[config.mk]
export PLATFORM = sky130hd
export DESIGN_NAME = zzr_top
export DESIGN_NICKNAME = d
export VERILOG_FILES = /design/src/rtl/zzr_pkg.sv /design/src/rtl/zzr_dcpred.sv /design/src/rtl/zzr_bank.sv /design/src/rtl/zzr_top.sv
export SDC_FILE = /design/constraint.sdc
export NUM_CORES = 2
export LEC_CHECK = 0
export BUFFER_PORTS_ARGS = -buffer_cell sky130_fd_sc_hd__buf_2
export CAP_MARGIN = 10
export CELL_PAD_IN_SITES_DETAIL_PLACEMENT = 1
export CELL_PAD_IN_SITES_GLOBAL_PLACEMENT = 2
export CORE_MARGIN = 2
export CORE_UTILIZATION = 45
export DETAILED_ROUTE_END_ITERATION = 16
export PLACE_DENSITY_LB_ADDON = 0.2
export SLEW_MARGIN = 20
export SYNTH_ARGS = -nofsm -noshare
export SYNTH_HDL_FRONTEND = slang
export SYNTH_SLANG_ARGS = --single-unit
[constraint.sdc]
create_clock -name clk -period 7.3 [get_ports clk]
set_input_delay 1.46 -clock clk [delete_from_list [all_inputs] [get_ports clk]]
set_output_delay 1.46 -clock clk [all_outputs]
set_load 0.03 [all_outputs]
[src/rtl/zzr_pkg.sv]
package zzr_pkg;
    localparam int BLK   = 64;
    localparam int IDX_W = 6;
    localparam int AC_N  = BLK - 1;
    localparam int CNT_W = IDX_W + 1;

    typedef logic [BLK-1:0][IDX_W-1:0] idx_tab_t;

    // scan position -> row-major index, walking anti-diagonals
    function automatic idx_tab_t make_scan_tab();
        idx_tab_t t;
        int k, lo, hi, row;
        t = '0;
        k = 0;
        for (int s = 0; s < 15; s++) begin
            lo = (s > 7) ? s - 7 : 0;
            hi = (s < 7) ? s : 7;
            for (int m = 0; m < 8; m++) begin
                if (m <= hi - lo) begin
                    row = (s % 2 == 0) ? hi - m : lo + m;
                    t[IDX_W'(k)] = IDX_W'(row * 8 + s - row);
                    k++;
                end
            end
        end
        return t;
    endfunction

    function automatic idx_tab_t invert_tab(idx_tab_t fwd);
        idx_tab_t t;
        t = '0;
        for (int k = 0; k < BLK; k++) t[fwd[k]] = IDX_W'(k);
        return t;
    endfunction

    localparam idx_tab_t SCAN2NAT = make_scan_tab();
    localparam idx_tab_t NAT2SCAN = invert_tab(SCAN2NAT);
endpackage

[src/rtl/zzr_dcpred.sv]
module zzr_dcpred
    import zzr_pkg::*;
#(
    parameter int COEF_W = 16
) (
    input  logic              clk,
    input  logic              rst,
    input  logic              clr,
    input  logic              load,
    input  logic [COEF_W-1:0] raw_dc,
    output logic [COEF_W-1:0] pred
);
    logic [COEF_W-1:0] prev_q;

    // a clear in the same cycle as a load applies to the loading block
    assign pred = clr ? '0 : prev_q;

    always_ff @(posedge clk) begin
        if (rst)       prev_q <= '0;
        else if (load) prev_q <= raw_dc;
        else if (clr)  prev_q <= '0;
    end
endmodule

[src/rtl/zzr_bank.sv]
module zzr_bank
    import zzr_pkg::*;
#(
    parameter int COEF_W = 16
) (
    input  logic              clk,
    input  logic              rst,
    input  logic              wr_en,
    input  logic [IDX_W-1:0]  wr_nat,
    input  logic [COEF_W-1:0] wr_data,
    input  logic [COEF_W-1:0] pred_dc,
    input  logic [IDX_W-1:0]  rd_nat,
    output logic [COEF_W-1:0] rd_data,
    output logic [COEF_W-1:0] dc_raw,
    output logic [COEF_W:0]   dc_diff,
    output logic [AC_N-1:0]   ac_map,
    output logic [CNT_W-1:0]  nz_count
);
    logic [COEF_W-1:0] mem [BLK];
    logic [IDX_W-1:0]  wr_scan;
    logic [IDX_W-1:0]  map_bit;

    assign wr_scan = NAT2SCAN[wr_nat];
    assign map_bit = IDX_W'(AC_N) - wr_scan;
    assign rd_data = mem[rd_nat];

    always_ff @(posedge clk) begin
        if (wr_en) mem[wr_nat] <= wr_data;
    end

    always_ff @(posedge clk) begin
        if (rst) begin
            dc_raw   <= '0;
            dc_diff  <= '0;
            ac_map   <= '0;
            nz_count <= '0;
        end else if (wr_en) begin
            if (wr_nat == '0) begin
                dc_raw   <= wr_data;
                ac_map   <= '0;
                nz_count <= '0;
            end else if (wr_data != '0) begin
                ac_map[map_bit] <= 1'b1;
                nz_count        <= nz_count + CNT_W'(1);
            end
            if (wr_nat == IDX_W'(AC_N))
                dc_diff <= {dc_raw[COEF_W-1], dc_raw} - {pred_dc[COEF_W-1], pred_dc};
        end
    end
endmodule

[src/rtl/zzr_top.sv]
module zzr_top
    import zzr_pkg::*;
#(
    parameter int COEF_W = 16
) (
    input  logic              clk,
    input  logic              rst,
    input  logic              scan_start,
    input  logic              in_valid,
    output logic              in_ready,
    input  logic [COEF_W-1:0] in_coef,
    output logic              out_valid,
    input  logic              out_ready,
    output logic [COEF_W:0]   out_coef,
    output logic [IDX_W-1:0]  out_pos,
    output logic              out_last,
    output logic [AC_N-1:0]   out_map,
    output logic [CNT_W-1:0]  out_nz_count
);
    localparam int NBANK = 2;

    logic             wr_sel, rd_sel;
    logic [IDX_W-1:0] wr_cnt, rd_k;
    logic [NBANK-1:0] full;
    logic             wr_fire, rd_fire, blk_done;
    logic [COEF_W-1:0] pred;

    logic [COEF_W-1:0] b_rd   [NBANK];
    logic [COEF_W-1:0] b_dc   [NBANK];
    logic [COEF_W:0]   b_diff [NBANK];
    logic [AC_N-1:0]   b_map  [NBANK];
    logic [CNT_W-1:0]  b_cnt  [NBANK];

    assign in_ready  = !full[wr_sel];
    assign wr_fire   = in_valid && in_ready;
    assign blk_done  = wr_fire && (wr_cnt == IDX_W'(AC_N));
    assign out_valid = full[rd_sel];
    assign rd_fire   = out_valid && out_ready;

    zzr_dcpred #(.COEF_W(COEF_W)) u_pred (
        .clk(clk), .rst(rst), .clr(scan_start), .load(blk_done),
        .raw_dc(b_dc[wr_sel]), .pred(pred)
    );

    for (genvar b = 0; b < NBANK; b++) begin : g_bank
        zzr_bank #(.COEF_W(COEF_W)) u_bank (
            .clk(clk), .rst(rst),
            .wr_en(wr_fire && (wr_sel == 1'(b))),
            .wr_nat(wr_cnt), .wr_data(in_coef), .pred_dc(pred),
            .rd_nat(SCAN2NAT[rd_k]), .rd_data(b_rd[b]), .dc_raw(b_dc[b]),
            .dc_diff(b_diff[b]), .ac_map(b_map[b]), .nz_count(b_cnt[b])
        );
    end

    always_ff @(posedge clk) begin
        if (rst) begin
            wr_sel <= 1'b0;
            rd_sel <= 1'b0;
            wr_cnt <= '0;
            rd_k   <= '0;
            full   <= '0;
        end else begin
            if (wr_fire) wr_cnt <= wr_cnt + IDX_W'(1);
            if (blk_done) begin
                full[wr_sel] <= 1'b1;
                wr_sel       <= !wr_sel;
            end
            if (rd_fire) begin
                rd_k <= rd_k + IDX_W'(1);
                if (rd_k == IDX_W'(AC_N)) begin
                    full[rd_sel] <= 1'b0;
                    rd_sel       <= !rd_sel;
                end
            end
        end
    end

    assign out_coef     = (rd_k == '0) ? b_diff[rd_sel]
                                       : {b_rd[rd_sel][COEF_W-1], b_rd[rd_sel]};
    assign out_pos      = rd_k;
    assign out_last     = out_valid && (rd_k == IDX_W'(AC_N));
    assign out_map      = b_map[rd_sel];
    assign out_nz_count = b_cnt[rd_sel];

    // stall holds the beat
    a_r6_hold: assert property (@(posedge clk) disable iff (rst)
        out_valid && !out_ready |=> out_valid && $stable(out_coef)
            && $stable(out_pos) && $stable(out_map) && $stable(out_nz_count));

    // count agrees with the map
    a_r5_count_map: assert property (@(posedge clk) disable iff (rst)
        out_valid |-> out_nz_count == CNT_W'($countones(out_map)));

    // positions advance one per accepted beat
    a_r1_pos_step: assert property (@(posedge clk) disable iff (rst)
        rd_fire && !out_last |=> out_valid && out_pos == $past(out_pos) + IDX_W'(1));

    // a block always starts at position 0
    a_r1_start_pos0: assert property (@(posedge clk) disable iff (rst)
        $rose(out_valid) |-> out_pos == '0);

    // both banks held means no input accepted
    a_r7_full_stall: assert property (@(posedge clk) disable iff (rst)
        (&full) |-> !in_ready);
endmodule

### Word level (Yosys, flattened, before mapping)

Memory sizes are Yosys's and may differ from the RTL's. A register that Yosys moved wholly into a read port is not among the register bits.
Index checks and enable logic that the tools add are counted.

* register bits after elaboration: 238
* bits in writable memories: 2048
* memory bits (read-only): 768
* input port bits: 21
* logic and storage cells: 118
* memories kept: 4

Memory list
* g_bank[0].u_bank.mem: depth 64, bits a word 16, rd ports 1, clocked after memory_dff 0, wr ports 1, RTL line zzr_bank.sv:19 `logic [COEF_W-1:0] mem [BLK];`
* g_bank[1].u_bank.mem: depth 64, bits a word 16, rd ports 1, clocked after memory_dff 0, wr ports 1, RTL line zzr_bank.sv:19
* (name not given): depth 64, bits a word 6, rd ports 1, clocked after memory_dff 1, wr ports 0, RTL line zzr_bank.sv:23 `assign wr_scan = NAT2SCAN[wr_nat];`
* (name not given): depth 64, bits a word 6, rd ports 1, clocked after memory_dff 1, wr ports 0, RTL line zzr_top.sv:50 `.rd_nat(SCAN2NAT[rd_k]), .rd_data(b_rd[b]), .dc_raw(b_dc[b]),`

* add/subtract/negate cells: 7
* magnitude comparators: 10
* equal/unequal tests: 2
* mux-type cells: 50
* bitwise operators: 8
* reductions and logical operators: 23

Operators with widths (number)
* $mux 63: 7
* $mux 16: 8
* $or 63x63->63: 2
* $mux 17: 4
* $mux 7: 7
* $mux 6: 6
* $sub 16x16->17: 2
* $lt 6x7->1 const B: 3
* $reduce_bool 16->1: 1
* $add 7x1->7 const B: 2
* $reduce_and 2->1: 7
* $add 6x1->6 const B: 2
* $eq 6x6->1 const B: 2
* $logic_not 6->1: 2
* $mux 1: 11
* $logic_and 1x1->1: 9
* $mux 2: 4
* $demux 1 s6: 1
* $ge 6x1->1 const B: 1
* $sub 6x6->6 const A: 1
* $ge 2x2->1 const B: 2
* $lt 1x2->1 const B: 2
* $not 1->2: 2
* $logic_not 1->1: 3
* 7 further kinds: 9

### Depth between registers and ports, before layout

* depth after elaboration: 10
* depth in mapped cells: 12
* gate-level depth less buffers: 11

### By module

Synthesis repeated with hierarchy kept, for this count alone.

* cells, all modules: 4911
* area total of the unflattened synthesis: 92233.5 um^2

By module, submodules not included
* zzr_bank at g_bank[1].u_bank: times used 1, cells each 2245, area each 44313.8 um^2, sequential area each 32811.5 um^2
* zzr_bank at g_bank[0].u_bank: times used 1, cells each 2284, area each 44156.1 um^2, sequential area each 32811.5 um^2
* zzr_top: times used 1, cells each 311, area each 2967.8 um^2, sequential area each 440.4 um^2
* zzr_dcpred: times used 1, cells each 71, area each 795.8 um^2, sequential area each 320.3 um^2

### Worst setup path after synthesis

No wires, ideal clock.

* kind: flip-flop to output port
* start point: register g_bank[0].u_bank.rd_nat[1] (netlist name)
* end point: output out_coef[10]
* arrival: 2484 ps
* slack: 3356 ps
* cell stages (with the launch flop): 9
* cell sequence: dfxtp_1 buf_2 buf_2 buf_1 mux4_2 mux2i_1 a211oi_1 a21oi_1 o31ai_1

RTL lines
* to (decl): RTL line zzr_top.sv:14 `output logic [COEF_W:0] out_coef,`

==> flow_summary_export.csv <==
group,metric,value,unit
placed_design,dpl.hpwl,157500,um
detailed_routing,wl,255200,um
clocking,cts-hold-fix-buffers,0,
grt,use_met1,35.22,%
floorplanning,dieArea,206700,um2
cells_and_area,layout-drive-gt1-share,26.07,%
power,leakage,32.32,nW
sta,relSlewSlack,23.94,%
grt,grt_pass1_vias,49760,
synth,synthFlopType,"edfxtp_1",
cells_and_area,nNetsFinal,5263,
setup_path,critPathArrivalTime,5.32,ns
sta,post-route-period-util,92.89,%
setup_path,cp.required,5.84,ns
sta,tightest_slew,1.141,ns
setup_path,cpPeakStageDelay,1.02,ns
min_path,hp-class,"flip-flop to flip-flop",
detailed_routing,post-route-drc-count,0,
clocking,clock_path_buffers,3,
synth,synth_nets,4977,
cells_and_area,fill_cells,18250,
synth,ys_warn_count,0,
power,power,27.04,mW
setup_path,cp_top_family,"compound AO/OA/AOI/OAI gates",
detailed_routing,drt_iter0_drc,4895,
grt,antenna_found_initial,8,
synth,ys_ff_latch,2298,
sta,fmaxAchievable,0.1475,GHz
cells_and_area,area_growth,13.52,%
detailed_routing,drtPass1Iterations,5,
grt,gr-total-overflow,0,
placed_design,io_buffers,116,
placed_design,place.gp.congestion,0.8225,
detailed_routing,via_count,47990,
synth,ys_seq_area_share,72.78,%
setup_path,worstSetupEndpointType,"output pin",
synth,ys_types,85,
synth,syn_avg_cell_area,18.64,um2
floorplanning,ioPinCount,117,
floorplanning,core-area,201900,um2
sta,setup_viol,0,
floorplanning,die_w,454.6,um
clocking,cts_setup_buffers,0,
setup_path,path_cells,"buf_4 > buf_12 > mux4_2 > mux2_2 > a21oi_1 > o21ai_0 > o2111ai_1 > o21ai_1 > buf_2",
clocking,tritoncts,"yes",
setup_path,criticalPathCategory,"flip-flop to output pin",
clocking,clk_pin_slew_worst_paths,0.06,ns
sta,hold_ws,0.4543,ns
cells_and_area,regArea,66530,um2
sta,skew,0.05230,ns
status,status,"complete, no violations",
detailed_routing,detail_route.wl_per_cell,31.61,um
floorplanning,initial_core_util,45.26,%
grt,grt_max_degree,128,
grt,busiest_layer,"met2",
clocking,clk_latency,0.89,ns
power,irDropWorstVdd,0.0002361,V
clocking,cts_sinks,2298,
setup_path,slowest_stage,"dfxtp_4",
clocking,cts_root_buf,"clkbuf_16",
clocking,cts_buffers,235,
floorplanning,die_h,454.6,um
sta,slew_viol_final,0,
sta,hold_viol,0,
grt,grtUsageTotal,24.76,%
synth,synth_area,91370,um2
clocking,cts_max_level,4,
sta,rsz0062_at_grt,"no",
cells_and_area,fin_util,51.37,%
floorplanning,rows,165,
synth,async_flop_share,0,%
setup_path,worstSetupStartpointType,"flip-flop",
detailed_routing,vias_per_cell,5.945,
flow_run,cap_violations,0,
cells_and_area,multi_input_area,23550,um2
placed_design,dpl-instance-area,95920,um2
clocking,cts_resized,0,
grt,met3_usage,3.977,%
synth,synth-edff-count,2048,
detailed_routing,final_antenna_net_count,0,
grt,grt_pass1_wl,367000,um
sta,fin_tns_setup,0,ns
setup_path,cp_max_fo,40,
setup_path,crit_buf_inv,3,
cells_and_area,final_area,103700,um2
power,powerDensity,260.7,nW/um2
grt,use_met2,39.93,%
synth,syn_inst,4903,
sta,fin_crit,6.781,ns
-- power by group --
part | switching (mW) | internal [mW]
registers | 0.0332 | 14.3
logic | 0.494 | 0.123
clock network | 5.20 | 6.86
total | 5.72 | 21.3
-- final timing paths --
kind / slack, ns / cells after the start / from / end
setup / recovery: 0.52 / 9 / g_bank[0].u_bank.rd_nat[0] / out_coef[11]
setup reg to reg: 2.70 / 9 / rd_sel / g_bank[0].u_bank.rd_nat[0]
hold / removal: 0.45 / 2 / g_bank[1].u_bank.dc_diff[4] / g_bank[1].u_bank.dc_diff[4]
hold reg to reg: 0.45 / 2 / g_bank[1].u_bank.dc_diff[4] / g_bank[1].u_bank.dc_diff[4]
-- layer usage --
| metal | wire length, um | vias up |
|---|---|---|
| met3 | 15750 | 312 |
| met5 | 9 | - |
| li1 | - | 20460 |
| met1 | 109700 | 25720 |
| met2 | 123500 | 1495 |
| met4 | 6128 | 2 |
-- metrics by stage --
stage	cells	setup WS (ns)
after floorplan	4903	3.356
after global placement	7623	1.392
after detailed placement	7624	1.286
after CTS	8068	0.3606
after global routing	8068	0.3237
final	8071	0.5187
-- flip-flops by register name (all words and copies together), names as in the netlist --
register / flops
out_pos: 6
u_pred.prev_q: 16
g_bank.u_bank.dc_diff: 34
g_bank.u_bank.ac_map: 126
g_bank.u_bank.rd_nat: 6
g_bank.u_bank.mem: 2048
rd_sel: 1
wr_sel: 1
wr_cnt: 6
g_bank.u_bank.wr_scan: 6
g_bank.u_bank.nz_count: 14
full: 2
g_bank.u_bank.dc_raw: 32
-- final cells by class --
cell class / count / share of cell area [%]
inverters: 41 / 0.1484
flip-flops and latches: 2298 / 64.14
well taps: 2672 / 3.223
repair buffers: 333 / 2.316
diodes: 3 / 0.007238
multi-input cells: 2280 / 22.70
clock buffers: 297 / 5.995
clock inverters: 147 / 1.470
-- Yosys cell counts (40+ instances only) --
library cell | count | area (um2)
a21oi_1 | 248 | 1241
clkbuf_1 | 138 | 518.0
mux2i_1 | 161 | 1612
o21ai_0 | 88 | 440.4
nand3_1 | 41 | 205.2
nand2_1 | 151 | 566.8
o22ai_1 | 44 | 275.3
buf_2 | 62 | 310.3
mux2_2 | 120 | 1351
nor2_1 | 354 | 1329
a211oi_1 | 82 | 615.6
ha_1 | 51 | 638.1
nor2b_1 | 40 | 250.2
mux4_2 | 528 | 11890
dfxtp_1 | 250 | 5005
edfxtp_1 | 2048 | 61500
-- placed cells by master (no fill, tap or decap), types with 17 or more instances in the layout --
cell	instances
edfxtp_1	2048
mux4_2	528
nor2_1	316
a21oi_1	247
dfxtp_1	244
clkbuf_16	238
buf_4	222
mux2i_1	161
nand2_1	150
mux2_2	120
buf_2	99
o21ai_0	87
a211oi_1	81
clkinv_1	60
clkbuf_1	54
ha_1	51
o22ai_1	44
clkinv_2	42
nand3_1	41
nor2b_1	40
inv_1	35
nor3_1	29
a31oi_1	27
nor2_2	26
nand2b_1	23
o31ai_1	23
bufinv_16	23
xnor2_1	19
o2111ai_1	17
-- worst min-delay path, cell delays in order (launching register included) --
cell     delay (ns)
dfxtp_1        0.31
nand2_1        0.05
a21oi_1        0.05
-- logic make-up (layout without fill, tap and decap cells) --
| kind of cell | count (synthesis) | in the layout | synth area share (%) |
|---|---|---|---|
| AND/OR/NAND/NOR | 742 | 742 | 3.788 |
| adder cells (fa/ha/maj) | 53 | 53 | 0.7422 |
| multiplexers | 812 | 812 | 16.31 |
| flip-flops | 2298 | 2298 | 72.78 |
| AO/OA/AOI/OAI | 642 | 642 | 4.389 |
| other | 0 | 3 | 0 |
| XOR/XNOR | 31 | 31 | 0.3054 |
| buffers and inverters | 325 | 818 | 1.683 |
(Power assumes the default switching activity.)
